## config.mk

```make
export PLATFORM = sky130hd
export DESIGN_NAME = mag_thresh_detect
export DESIGN_NICKNAME = d
export VERILOG_FILES = /design/src/rtl/mtd_pkg.sv /design/src/rtl/mtd_magnitude.sv /design/src/rtl/mtd_compare.sv /design/src/rtl/mtd_delay.sv /design/src/rtl/mtd_hyst.sv /design/src/rtl/mag_thresh_detect.sv
export SDC_FILE = /design/constraint.sdc
export NUM_CORES = 1
export LEC_CHECK = 0
export BUFFER_PORTS_ARGS = -buffer_cell sky130_fd_sc_hd__clkbuf_2
export CORE_MARGIN = 1
export CORE_UTILIZATION = 30
export CTS_BUF_LIST = sky130_fd_sc_hd__clkbuf_8
export CTS_CLUSTER_SIZE = 8
export DETAILED_ROUTE_END_ITERATION = 10
export GPL_ROUTABILITY_DRIVEN = 0
export HOLD_SLACK_MARGIN = 0.05
export SLEW_MARGIN = 20
export SYNTH_ARGS = -nofsm -noshare
export SYNTH_HDL_FRONTEND = slang
export SYNTH_SLANG_ARGS = --single-unit
```

## constraint.sdc

```tcl
create_clock -name clk -period 3.9 [get_ports clk]
set_input_delay 0.195 -clock clk [delete_from_list [all_inputs] [get_ports clk]]
set_output_delay 0.195 -clock clk [all_outputs]
set_load 0.02 [all_outputs]
```

## src/rtl/mtd_pkg.sv

```systemverilog
package mtd_pkg;

   // Result of the compare stage, carried down the delay line.
   typedef struct packed {
      logic valid;
      logic over_up;
      logic under_lo;
   } mtd_cmp_t;

   // Per-channel flag state.
   typedef enum logic {
      ST_CLEAR = 1'b0,
      ST_HELD  = 1'b1
   } mtd_state_e;

endpackage

```

## src/rtl/mtd_magnitude.sv

```systemverilog
// Input capture stage followed by a registered absolute value.
module mtd_magnitude #(
   parameter int SAMPLE_W  = 16,
   parameter bit ABS_EXACT = 1'b1,
   localparam int MAG_W    = SAMPLE_W - 1
) (
   input  logic                clk,
   input  logic                rst,
   input  logic                in_valid,
   input  logic [SAMPLE_W-1:0] in_data,
   output logic                mag_valid,
   output logic [MAG_W-1:0]    mag
);

   logic                s1_valid;
   logic [SAMPLE_W-1:0] s1_data;
   logic [MAG_W-1:0]    abs_c;

   if (SAMPLE_W < 4) begin : g_bad_width
      $error("mtd_magnitude: SAMPLE_W must be at least 4");
   end

   always_ff @(posedge clk) begin
      if (rst) begin
         s1_valid <= 1'b0;
         s1_data  <= '0;
      end else begin
         s1_valid <= in_valid;
         s1_data  <= in_data;
      end
   end

   if (ABS_EXACT) begin : g_abs_exact
      // Two's complement negate, most negative code saturated.
      logic [SAMPLE_W-1:0] neg_v;
      always_comb begin
         neg_v = -s1_data;
         if (!s1_data[SAMPLE_W-1]) begin
            abs_c = s1_data[MAG_W-1:0];
         end else if (neg_v[SAMPLE_W-1]) begin
            abs_c = '1;
         end else begin
            abs_c = neg_v[MAG_W-1:0];
         end
      end
   end else begin : g_abs_ones
      // One's complement: one LSB low for negatives, no carry chain.
      always_comb begin
         abs_c = s1_data[SAMPLE_W-1] ? ~s1_data[MAG_W-1:0] : s1_data[MAG_W-1:0];
      end
   end

   always_ff @(posedge clk) begin
      if (rst) begin
         mag_valid <= 1'b0;
         mag       <= '0;
      end else begin
         mag_valid <= s1_valid;
         mag       <= abs_c;
      end
   end

endmodule

```

## src/rtl/mtd_compare.sv

```systemverilog
// Registered comparison against the scaled coarse and the fine threshold.
module mtd_compare
   import mtd_pkg::*;
#(
   parameter int MAG_W   = 15,
   parameter int UP_W    = 4,
   localparam int UP_SHIFT = MAG_W + 1 - UP_W
) (
   input  logic             clk,
   input  logic             rst,
   input  logic             mag_valid,
   input  logic [MAG_W-1:0] mag,
   input  logic [UP_W-1:0]  upper,
   input  logic [MAG_W-1:0] lower,
   output mtd_cmp_t         cmp
);

   logic [MAG_W:0] upper_scaled;
   mtd_cmp_t       cmp_c;

   if (UP_W < 1 || UP_W > MAG_W) begin : g_bad_upw
      $error("mtd_compare: UP_W must lie in 1..MAG_W");
   end

   always_comb begin
      upper_scaled   = {upper, {UP_SHIFT{1'b0}}};
      cmp_c.valid    = mag_valid;
      cmp_c.over_up  = mag_valid && ({1'b0, mag} > upper_scaled);
      cmp_c.under_lo = mag_valid && (mag < lower);
   end

   always_ff @(posedge clk) begin
      if (rst) begin
         cmp <= '0;
      end else begin
         cmp <= cmp_c;
      end
   end

endmodule

```

## src/rtl/mtd_delay.sv

```systemverilog
// Fixed-depth register delay line used to reach the required latency.
module mtd_delay #(
   parameter int W     = 3,
   parameter int DEPTH = 3
) (
   input  logic         clk,
   input  logic         rst,
   input  logic [W-1:0] din,
   output logic [W-1:0] dout
);

   if (DEPTH < 0) begin : g_bad_depth
      $error("mtd_delay: DEPTH must not be negative");
   end

   if (DEPTH == 0) begin : g_pass
      assign dout = din;
   end else begin : g_regs
      logic [W-1:0] stg [DEPTH];
      always_ff @(posedge clk) begin
         if (rst) begin
            for (int k = 0; k < DEPTH; k++) stg[k] <= '0;
         end else begin
            stg[0] <= din;
            for (int k = 1; k < DEPTH; k++) stg[k] <= stg[k-1];
         end
      end
      assign dout = stg[DEPTH-1];
   end

endmodule

```

## src/rtl/mtd_hyst.sv

```systemverilog
// Flag register with the restartable dwell timer.
module mtd_hyst
   import mtd_pkg::*;
#(
   parameter int CNT_W = 16
) (
   input  logic             clk,
   input  logic             rst,
   input  logic             enable,
   input  mtd_cmp_t         cmp,
   input  logic [CNT_W-1:0] dwell,
   output logic             flag
);

   mtd_state_e       state;
   logic [CNT_W-1:0] cnt;
   logic [CNT_W:0]   cnt_next;
   logic [CNT_W:0]   dwell_eff;

   always_comb begin
      dwell_eff = (dwell == '0) ? {{CNT_W{1'b0}}, 1'b1} : {1'b0, dwell};
      cnt_next  = {1'b0, cnt} + 1'b1;
   end

   always_ff @(posedge clk) begin
      if (rst || !enable) begin
         state <= ST_CLEAR;
         cnt   <= '0;
      end else if (cmp.valid && cmp.over_up) begin
         state <= ST_HELD;
         cnt   <= '0;
      end else if (cmp.valid && state == ST_HELD) begin
         if (!cmp.under_lo) begin
            cnt <= '0;
         end else if (cnt_next >= dwell_eff) begin
            state <= ST_CLEAR;
            cnt   <= '0;
         end else begin
            cnt <= cnt_next[CNT_W-1:0];
         end
      end
   end

   assign flag = (state == ST_HELD);

endmodule

```

## src/rtl/mag_thresh_detect.sv

```systemverilog
// Multi-channel magnitude threshold detector with time-qualified release.
module mag_thresh_detect
   import mtd_pkg::*;
#(
   parameter int NUM_CH    = 2,
   parameter int SAMPLE_W  = 16,
   parameter int UP_W      = 4,
   parameter int DWELL_W   = 16,
   parameter int LATENCY   = 7,
   parameter bit ABS_EXACT = 1'b1,
   localparam int MAG_W    = SAMPLE_W - 1,
   localparam int DLY      = LATENCY - 4
) (
   input  logic                       clk,
   input  logic                       rst,
   input  logic                       enable,
   input  logic [UP_W-1:0]            upper_thr,
   input  logic [MAG_W-1:0]           lower_thr,
   input  logic [DWELL_W-1:0]         dwell_len,
   input  logic [NUM_CH-1:0]          sample_valid,
   input  logic [NUM_CH*SAMPLE_W-1:0] sample_data,
   output logic [NUM_CH-1:0]          over_flag
);

   if (NUM_CH < 1) begin : g_bad_ch
      $error("mag_thresh_detect: NUM_CH must be at least 1");
   end
   if (LATENCY < 4) begin : g_bad_lat
      $error("mag_thresh_detect: LATENCY must be at least 4");
   end
   if (DWELL_W < 1) begin : g_bad_dwell
      $error("mag_thresh_detect: DWELL_W must be at least 1");
   end

   for (genvar c = 0; c < NUM_CH; c++) begin : g_ch
      logic             mag_valid;
      logic [MAG_W-1:0] mag;
      mtd_cmp_t         cmp_now;
      mtd_cmp_t         cmp_late;

      mtd_magnitude #(
         .SAMPLE_W  (SAMPLE_W),
         .ABS_EXACT (ABS_EXACT)
      ) i_mag (
         .clk       (clk),
         .rst       (rst),
         .in_valid  (sample_valid[c]),
         .in_data   (sample_data[c*SAMPLE_W +: SAMPLE_W]),
         .mag_valid (mag_valid),
         .mag       (mag)
      );

      mtd_compare #(
         .MAG_W (MAG_W),
         .UP_W  (UP_W)
      ) i_cmp (
         .clk       (clk),
         .rst       (rst),
         .mag_valid (mag_valid),
         .mag       (mag),
         .upper     (upper_thr),
         .lower     (lower_thr),
         .cmp       (cmp_now)
      );

      mtd_delay #(
         .W     ($bits(mtd_cmp_t)),
         .DEPTH (DLY)
      ) i_dly (
         .clk  (clk),
         .rst  (rst),
         .din  (cmp_now),
         .dout (cmp_late)
      );

      mtd_hyst #(
         .CNT_W (DWELL_W)
      ) i_hyst (
         .clk    (clk),
         .rst    (rst),
         .enable (enable),
         .cmp    (cmp_late),
         .dwell  (dwell_len),
         .flag   (over_flag[c])
      );
   end

endmodule

```

== Word-level counts from Yosys, hierarchy flattened ==
Memories as Yosys holds them, arrays and structs flattened.
Index checks and enable logic that the tools add are counted.
Widths: inputs -> output; s select.
Cells by class
  bitwise logic cells: 6
  $lt $le $gt $ge: 6
  reduce and logical (&&, ||, !) cells: 21
  muxes and demuxes: 26
  add/sub/neg operators: 4
Operators by type and width (count)
  $mux 16: 5
  $mux 15: 4
  $add 16x1->17 const B: 2
  $gt 15x16->1: 2
  $neg 16->16: 2
  $lt 15x15->1: 2
  $mux 3: 6
  $ge 17x16->1: 1
  $ge 17x17->1: 1
  $logic_not 16->1: 1
  $reduce_bool 2->1: 6
  $mux 1: 11
  $logic_and 1x1->1: 8
  $or 1x1->1: 6
  $reduce_and 3->1: 2
  $reduce_or 2->1: 2
  $logic_not 1->1: 1
  $logic_or 1x1->1: 1
Word-level totals
  word-level logic and storage cells: 83
  output and inout bits: 2
  memories: 2
  input bits: 72
  bits in writable memories: 18
  register bits: 106
Memory list
  g_ch[0].i_dly.g_regs.stg: depth 3, bits a word 3, read ports 3, clocked after Yosys merged registers in 0, wr ports 3, RTL line mtd_delay.sv:19  | logic [W-1:0] stg [DEPTH];
  g_ch[1].i_dly.g_regs.stg: depth 3, bits a word 3, read ports 3, clocked after Yosys merged registers in 0, wr ports 3, RTL line mtd_delay.sv:19

== Logic depth before layout (Yosys ltp) ==
Gate-level depths: netlist of the first run.
  word-level depth: 7
  mapped depth: 15
  gate-level depth less buffers: 12

== By module ==
A second synthesis of the first run with hierarchy kept.
Second synthesis, totals
  cells, all modules: 790
  area total of the unflattened synthesis: 7024.2 um^2
By module, submodules not included
  mtd_hyst: area an instance 1388.8 um^2, cells each 178, instances 2, sequential area each 340.3 um^2
  mtd_magnitude: area an instance 1328.8 um^2, cells each 127, instances 2, sequential area each 660.6 um^2
  mtd_compare: area an instance 535.5 um^2, cells each 69, instances 2, sequential area each 60.1 um^2
  mtd_delay: area an instance 259.0 um^2, cells each 21, instances 2, sequential area each 180.2 um^2

== Worst setup path before layout of the first run ==
Ideal clock, no wire load.
  path kind: register to register
  start: register g_ch[0].i_hyst.cnt[0]
  end: register g_ch[0].i_hyst.cnt[5]
  setup time: 79 ps
  required time: 3821 ps
  slack: 796 ps
  buffers on the path: 1
  arrival time: 3025 ps
  stages on the path, launching flop included: 13
  period minus slack after synthesis: 3104 ps
  cell sequence: dfxtp_1 > ha_1 > nand3_1 > or4_4 > and2_1 > or2_2 > ha_1 > nand4_1 > nor2_1 > a22oi_1 > clkbuf_1 > nand2_1 > o211ai_1
Between the ends
  word-level cells in the longest chain between the ends: 4
RTL lines
  start: declaration: RTL line mtd_hyst.sv:16  | logic [CNT_W-1:0] cnt;
  start signal: assignment: RTL line mtd_hyst.sv:39  | cnt <= cnt_next[CNT_W-1:0];
  $add 16x1->17 (*): RTL line mtd_hyst.sv:22  | cnt_next = {1'b0, cnt} + 1'b1;
  $ge 17x17->1: RTL line mtd_hyst.sv:35  | end else if (cnt_next >= dwell_eff) begin
  $mux 16 (*): RTL line mtd_hyst.sv:35
  $mux 16 (*): RTL line mtd_hyst.sv:33  | if (!cmp.under_lo) begin
Mark *: on every way between the ends. The rest lies on a longest branch, timed or not.
A chain may end at the register's enable or synchronous reset.

== Worst setup path after layout of the first run ==
Ends and elaborated chain as after synthesis.

==> metrics.yaml, run 1 <==
timing:
  rsz0062_at_grt: "false"
  relSlewSlack: 0.455
  fin_worst_skew_ps: 12.8
  drv_slew: 0
  finalSetupViolCount: 0
  finalCriticalPeriod_ps: 3400
  setup-tns-final_ps: 0
  period_share: 0.872
  hold_violations: 0
  fmax_ghz: 0.294
  tightestPinTransition_ps: 818
cts:
  clock_sinks: 124
  clock-root-buffer: "clkbuf_8"
  ctsHtreeMaxLevel: 4
  clk_pin_slew_ps: 90
  clockBufferDepth: 2
  insertion_delay_ps: 460
  cts_resized: 0
  cts_buffers: 17
  cts_tree: "yes"
worst_setup_path:
  rrSetupSlack_ps: 500
  cp-start-kind: "flip-flop"
  worstSetupPathType: "flip-flop to flip-flop"
  r2r_cells: 12
  end_kind: "flip-flop"
  arrival_ps: 3790
  path_max_fanout: 16
  cp_data_required_time_ps: 4290
layout:
  nFillCells: 2158
  area_delta_synth_final_pct: 20.8
  instances_no_fill: 1114
  fin_area_um2: 7790
  layout.nets: 967
  drive_above_1_share: 0.147
  fin_util: 0.370
outcome:
  outcome: "finished clean"
synthesis:
  synthCells: 722
  synth-edff-count: 0
  yosysUniqueCellTypes: 50
  yosys_warnings: 0
  avgSynthCellArea_um2: 8.94
  ys_seq_elements: 124
  synthArstFlopShare: 0
  syn-num-nets: 864
  ys_seq_area_frac: 0.385
  synth_area_um2: 6450
  ys.flop_type: "dfxtp_1"
power:
  power_density_nw_per_um2: 350
  leakagePower_uw: 0.00353
  finalPower_uw: 2730
  ir_drop_v: 0.000195
worst_hold_path:
  min-delay-path-class: "input pin to flip-flop"
  whs_path_depth: 3
route:
  wirelength_um: 14100
  drc_errors: 0
  drt_iter0_drc: 168
  vias_per_cell: 4.72
  wire_per_inst_um: 12.6
  antenna_left: 0
  vias: 5258
  firstDrtPassIters: 5
die:
  die_width_um: 149
  ios: 74
  die_h_um: 149
  start_util: 0.306
  dieArea_um2: 22100
  rows: 53
  core_um2: 21100
global_route:
  use_met3: 0.0448
  grt_max_degree: 88
  top_usage_layer: "met2"
  overflow: 0
  met2_usage: 0.227
  grt_pass1_vias: 5107
  grt_antenna_before_repair: 1
  grt.total_usage: 0.137
  grt_pass1_wl_um: 23500
  met1_usage: 0.162
run:
  cap_viol_max_count: 0
place:
  post-place-cells: 1046
  numPortBuffers: 73
  hpwlAfterDp_um: 10500
  post_dp_cell_area_um2: 7060
metrics by stage:
step / hold WS [ps] / setup slack, ps
detailed placement: 407 / 537
floorplan: 274 / 796
finish: 172 / 499
global route: 170 / 173
global placement: 406 / 589
CTS: 111 / 515
report_power, final:
part,leakage [uW],switching [uW],internal [uW]
clock network,0.000194,617,475
registers,0.00102,35.6,1310
logic,0.00232,143,145
flip-flops by register name, indices dropped and copies added (netlist names):
| register | flops |
|---|---|
| g_ch.i_mag.mag_valid | 2 |
| g_ch.i_dly.g_regs.stg | 18 |
| g_ch.i_hyst.cnt | 32 |
| g_ch.i_mag.s1_valid | 2 |
| g_ch.i_mag.s1_data | 32 |
| g_ch.i_hyst.flag | 2 |
| g_ch.i_cmp.cmp | 6 |
| g_ch.i_mag.mag | 30 |
Yosys cell counts (12+ instances only):
cell type / number / area, um2
nand4_1: 16 / 100
nor2_1: 33 / 124
ha_1: 70 / 876
inv_1: 53 / 199
nand3_1: 24 / 120
nand2_1: 54 / 203
nor2b_1: 60 / 375
a21oi_1: 55 / 275
xor2_1: 28 / 245
nor4_1: 12 / 75.1
a32o_1: 17 / 170
clkbuf_1: 23 / 86.3
o21ai_0: 19 / 95.1
dfxtp_1: 124 / 2480
xnor2_1: 16 / 140
area by class of cell:
cell class              instances  area, um2  share of cell area
multi-input cells             517       3650               0.468
flip-flops and latches        124       2480               0.318
repair buffers                112        746              0.0957
well taps                     275        344              0.0441
clock buffers                  17        234              0.0300
inverters                      53        199              0.0255
clock inverters                15        141              0.0181
diodes                          1       2.50            0.000321
critical path, stage by stage, from the launching register on:
cell and delay, ps:
dfxtp_1 430, ha_1 270, nand3_1 120, or4_4 520, nor2_1 150, xor2_1 230, ha_1 300, a21oi_1 170
nand2_1 70, a21oi_1 170, and3_1 580, nand2_1 140, o211ai_1 170
cell families after synthesis:
group / share of synthesized area
compound gates: 0.152
xor+xnor: 0.0597
fa+ha+maj: 0.136
buf+inv: 0.0514
flops: 0.385
mux: 0.00310
simple gates: 0.213
timing repair:
action / in CTS / in global routing
hold buffers: 35 / 0
hold endpoints to repair: 36 / 0
setup endpoints to repair: 0 / 0
buffers inserted: 0 / 0
path summary, 6_finish.rpt:
kind | start | end
worst max-delay path | g_ch[0].i_hyst.cnt[0] | g_ch[0].i_hyst.cnt[5]
worst min-delay path | enable | g_ch[0].i_hyst.flag
worst max register to register | g_ch[0].i_hyst.cnt[0] | g_ch[0].i_hyst.cnt[5]
worst min register to register | g_ch[0].i_dly.g_regs.stg[0][1] | g_ch[0].i_dly.g_regs.stg[0][4]
layer usage:
| layer | share of wire | wire, um | up-vias |
|---|---|---|---|
| met3 | 0.049 | 687 | 23 |
| met5 | 0 | 0 | - |
| met1 | 0.48 | 6790 | 2355 |
| met2 | 0.45 | 6330 | 117 |
| li1 | - | - | 2763 |
| met4 | 0.020 | 278 | 0 |
layout by cell type, fill, tap and decap left out, types with 7 or more instances in the layout:
cell | netlist | routed
a21oi_1 | 55 | 55
inv_1 | 53 | 53
xnor2_1 | 16 | 16
clkbuf_8 | 0 | 17
o211ai_1 | 9 | 9
nand4_1 | 16 | 16
a21o_1 | 11 | 11
nand3_1 | 24 | 24
nor2b_1 | 60 | 60
o21ai_0 | 19 | 19
nand2_1 | 54 | 54
dlygate4sd3_1 | 0 | 35
and3_1 | 7 | 7
xor2_1 | 28 | 28
a32o_1 | 17 | 17
or2_2 | 9 | 9
ha_1 | 70 | 70
nor2_1 | 33 | 31
clkbuf_2 | 0 | 73
nor4_1 | 12 | 12
nor3_1 | 9 | 9
dfxtp_1 | 124 | 124
nand2b_1 | 8 | 8
(Power assumes the default switching activity.)
==> run 2, diff against run 1 <==
RECOVER_POWER = 100   (was default)
==> run 2 against run 1 <==
Net effect: the run now ends with capacitance limit, slew limit left; register-to-register slack got worse by 30 ps; core utilization decreased by 0.17 points; critical path depth unchanged; first-iteration DRC count increased by 3.6%; combinational power about the same; sequential share of layout area increased by 0.14 points; clock skew about the same; design area decreased by 0.45%; clock-buffer cell count unchanged.
==> metrics.yaml, run 2 (synthesis results as in run 1) <==
outcome:
  outcome: "finished with violations"  # was finished clean
  violations: "capacitance limit, slew limit"
die:
  rows: 53  # unchanged
  core_um2: 21100  # unchanged
  dieArea_um2: 22100  # unchanged
  start_util: 0.306  # unchanged
  die_h_um: 149  # unchanged
  die_width_um: 149  # unchanged
  ios: 74  # unchanged
global_route:
  use_met3: 0.0448  # unchanged
  grt_pass1_vias: 5107  # unchanged
  met1_usage: 0.162  # unchanged
  met2_usage: 0.227  # unchanged
  grt_pass1_wl_um: 23500  # unchanged
  overflow: 0  # unchanged
  top_usage_layer: "met2"  # unchanged
  grt_max_degree: 88  # unchanged
  grt_antenna_before_repair: 1  # unchanged
  grt.total_usage: 0.137  # unchanged
cts:
  clockBufferDepth: 2  # unchanged
  ctsHtreeMaxLevel: 4  # unchanged
  clock_sinks: 124  # unchanged
  clk_pin_slew_ps: 90  # about the same
  cts_setup_buffers: 0  # unchanged
  cts_tree: "yes"  # unchanged
  cts_buffers: 17  # unchanged
  insertion_delay_ps: 460  # about the same
  clock-root-buffer: "clkbuf_8"  # unchanged
layout:
  fin_area_um2: 7760  # was 7790 um2
  layout.nets: 967  # unchanged
  area_delta_synth_final_pct: 20.2  # was 20.8%
  nFillCells: 2167  # was 2158
  layout_commonest_cell: "dfxtp_1"  # unchanged
  drive_above_1_share: 0.140  # was 0.147
  top_regs: "g_ch.i_hyst.cnt x32, g_ch.i_mag.s1_data x32, g_ch.i_mag.mag x30"  # unchanged
  fin_util: 0.368  # was 0.370
  final_cell_mix: "dfxtp_1, clkbuf_2, ha_1"  # unchanged
  instances_no_fill: 1114  # unchanged
  regArea_um2: 2480  # unchanged
  multiInputGateArea_um2: 3620  # was 3650 um2
timing:
  fin_worst_skew_ps: 13.2  # was 12.8 ps
  tightestPinTransition_ps: 3400  # was 818 ps
  setup-tns-final_ps: 0  # unchanged
  rsz0062_at_grt: "false"  # unchanged
  fmax_ghz: 0.291  # was 0.294 GHz
  relSlewSlack: -1.26  # was 0.455
  period_share: 0.880  # was 0.872
  finalSetupViolCount: 0  # unchanged
  drv_slew: 88  # was 0
  finalCriticalPeriod_ps: 3430  # was 3400 ps
  hold_violations: 0  # unchanged
power:
  power_density_nw_per_um2: 351  # was 350 nW/um2
  leakagePower_uw: 0.00351  # was 0.00353 uW
  ir_drop_v: 0.000195  # about the same
route:
  drc_errors: 0  # unchanged
  antenna_left: 0  # unchanged
  drt_iter0_drc: 174  # was 168
  vias: 5243  # was 5258
  wire_per_inst_um: 12.6  # about the same
  vias_per_cell: 4.71  # was 4.72
  firstDrtPassIters: 4  # was 5
  wirelength_um: 14100  # about the same
worst_setup_path:
  critPathLaunch: "g_ch[0].i_hyst.cnt[0]"  # unchanged
  cp_data_required_time_ps: 4290  # about the same
  end_kind: "flip-flop"  # unchanged
  r2r-start: "g_ch[0].i_hyst.cnt[0]"  # unchanged
  path_max_fanout: 16  # unchanged
  cp-start-kind: "flip-flop"  # unchanged
  worstSetupPathType: "flip-flop to flip-flop"  # unchanged
  arrival_ps: 3820  # was 3790 ps
place:
  numPortBuffers: 73  # unchanged
  post_dp_cell_area_um2: 7060  # unchanged
  hpwlAfterDp_um: 10500  # unchanged
  post-place-cells: 1046  # unchanged
run:
  cap_viol_max_count: 1  # was 0
worst_hold_path:
  min-delay-path-class: "input pin to flip-flop"  # unchanged
  hp-start: "enable"  # unchanged
## run 2: changes by cell type in the layout (fill, tap and decap cells not counted), sizes merged
cell	previous run	this run
buf	4	1
clkbuf	90	93
## run 2: critical path, stage by stage, from the launching register on
cell and delay (ps):
dfxtp_1 430, ha_1 270, nand3_1 120, or4_1 560, and2_0 200, or2_2 300
ha_1 270, nand4_1 120, a21oi_1 60, a21oi_1 150, and3_1 580, nand2_1 140
o211ai_1 170
## run 2: final cells by class
cell class                 instances  area share
clock buffer                      17      0.0302
inverter                          53      0.0256
multi-input combinational        517       0.467
timing repair buffer             112      0.0945
tap                              275      0.0443
sequential                       124       0.320
antenna                            1    0.000322
clock inverter                    15      0.0182
## run 2: metal layers
layer	share of wire	routed length, um
met1	0.48	6820
met2	0.45	6330
met3	0.046	655
met4	0.020	278
met5	0	0
## run 2: repair_timing
action / 4_1_cts / 5_1_grt
gates resized for setup: 0 / 0
hold endpoints to repair: 36 / 0
hold buffers: 35 / 0
## run 2: worst paths after layout
kind | to | slack, ps | cells past startpoint
max | g_ch[0].i_hyst.cnt[5] | 470 | 12
min reg2reg | g_ch[0].i_dly.g_regs.stg[0][4] | 440 | 1
min | g_ch[0].i_hyst.flag | 170 | 3
max reg2reg | g_ch[0].i_hyst.cnt[5] | 470 | 12
## run 2: power by group
| part | leakage, uW | internal [uW] | switching, uW |
|---|---|---|---|
| Clock | 0.000194 | 475 | 616 |
| Sequential | 0.00102 | 1310 | 35.6 |
| Combinational | 0.00230 | 146 | 142 |
## run 2: through the flow
step / hold WS (ps) / setup WS (ps) / total power (uW)
detailed placement: 407 / 537 / 1630
floorplan: 274 / 796 / 1540
global route: 170 / 120 / 2870
CTS: 111 / 515 / 2760
global placement: 406 / 589 / 1630
finish: 171 / 468 / 2730
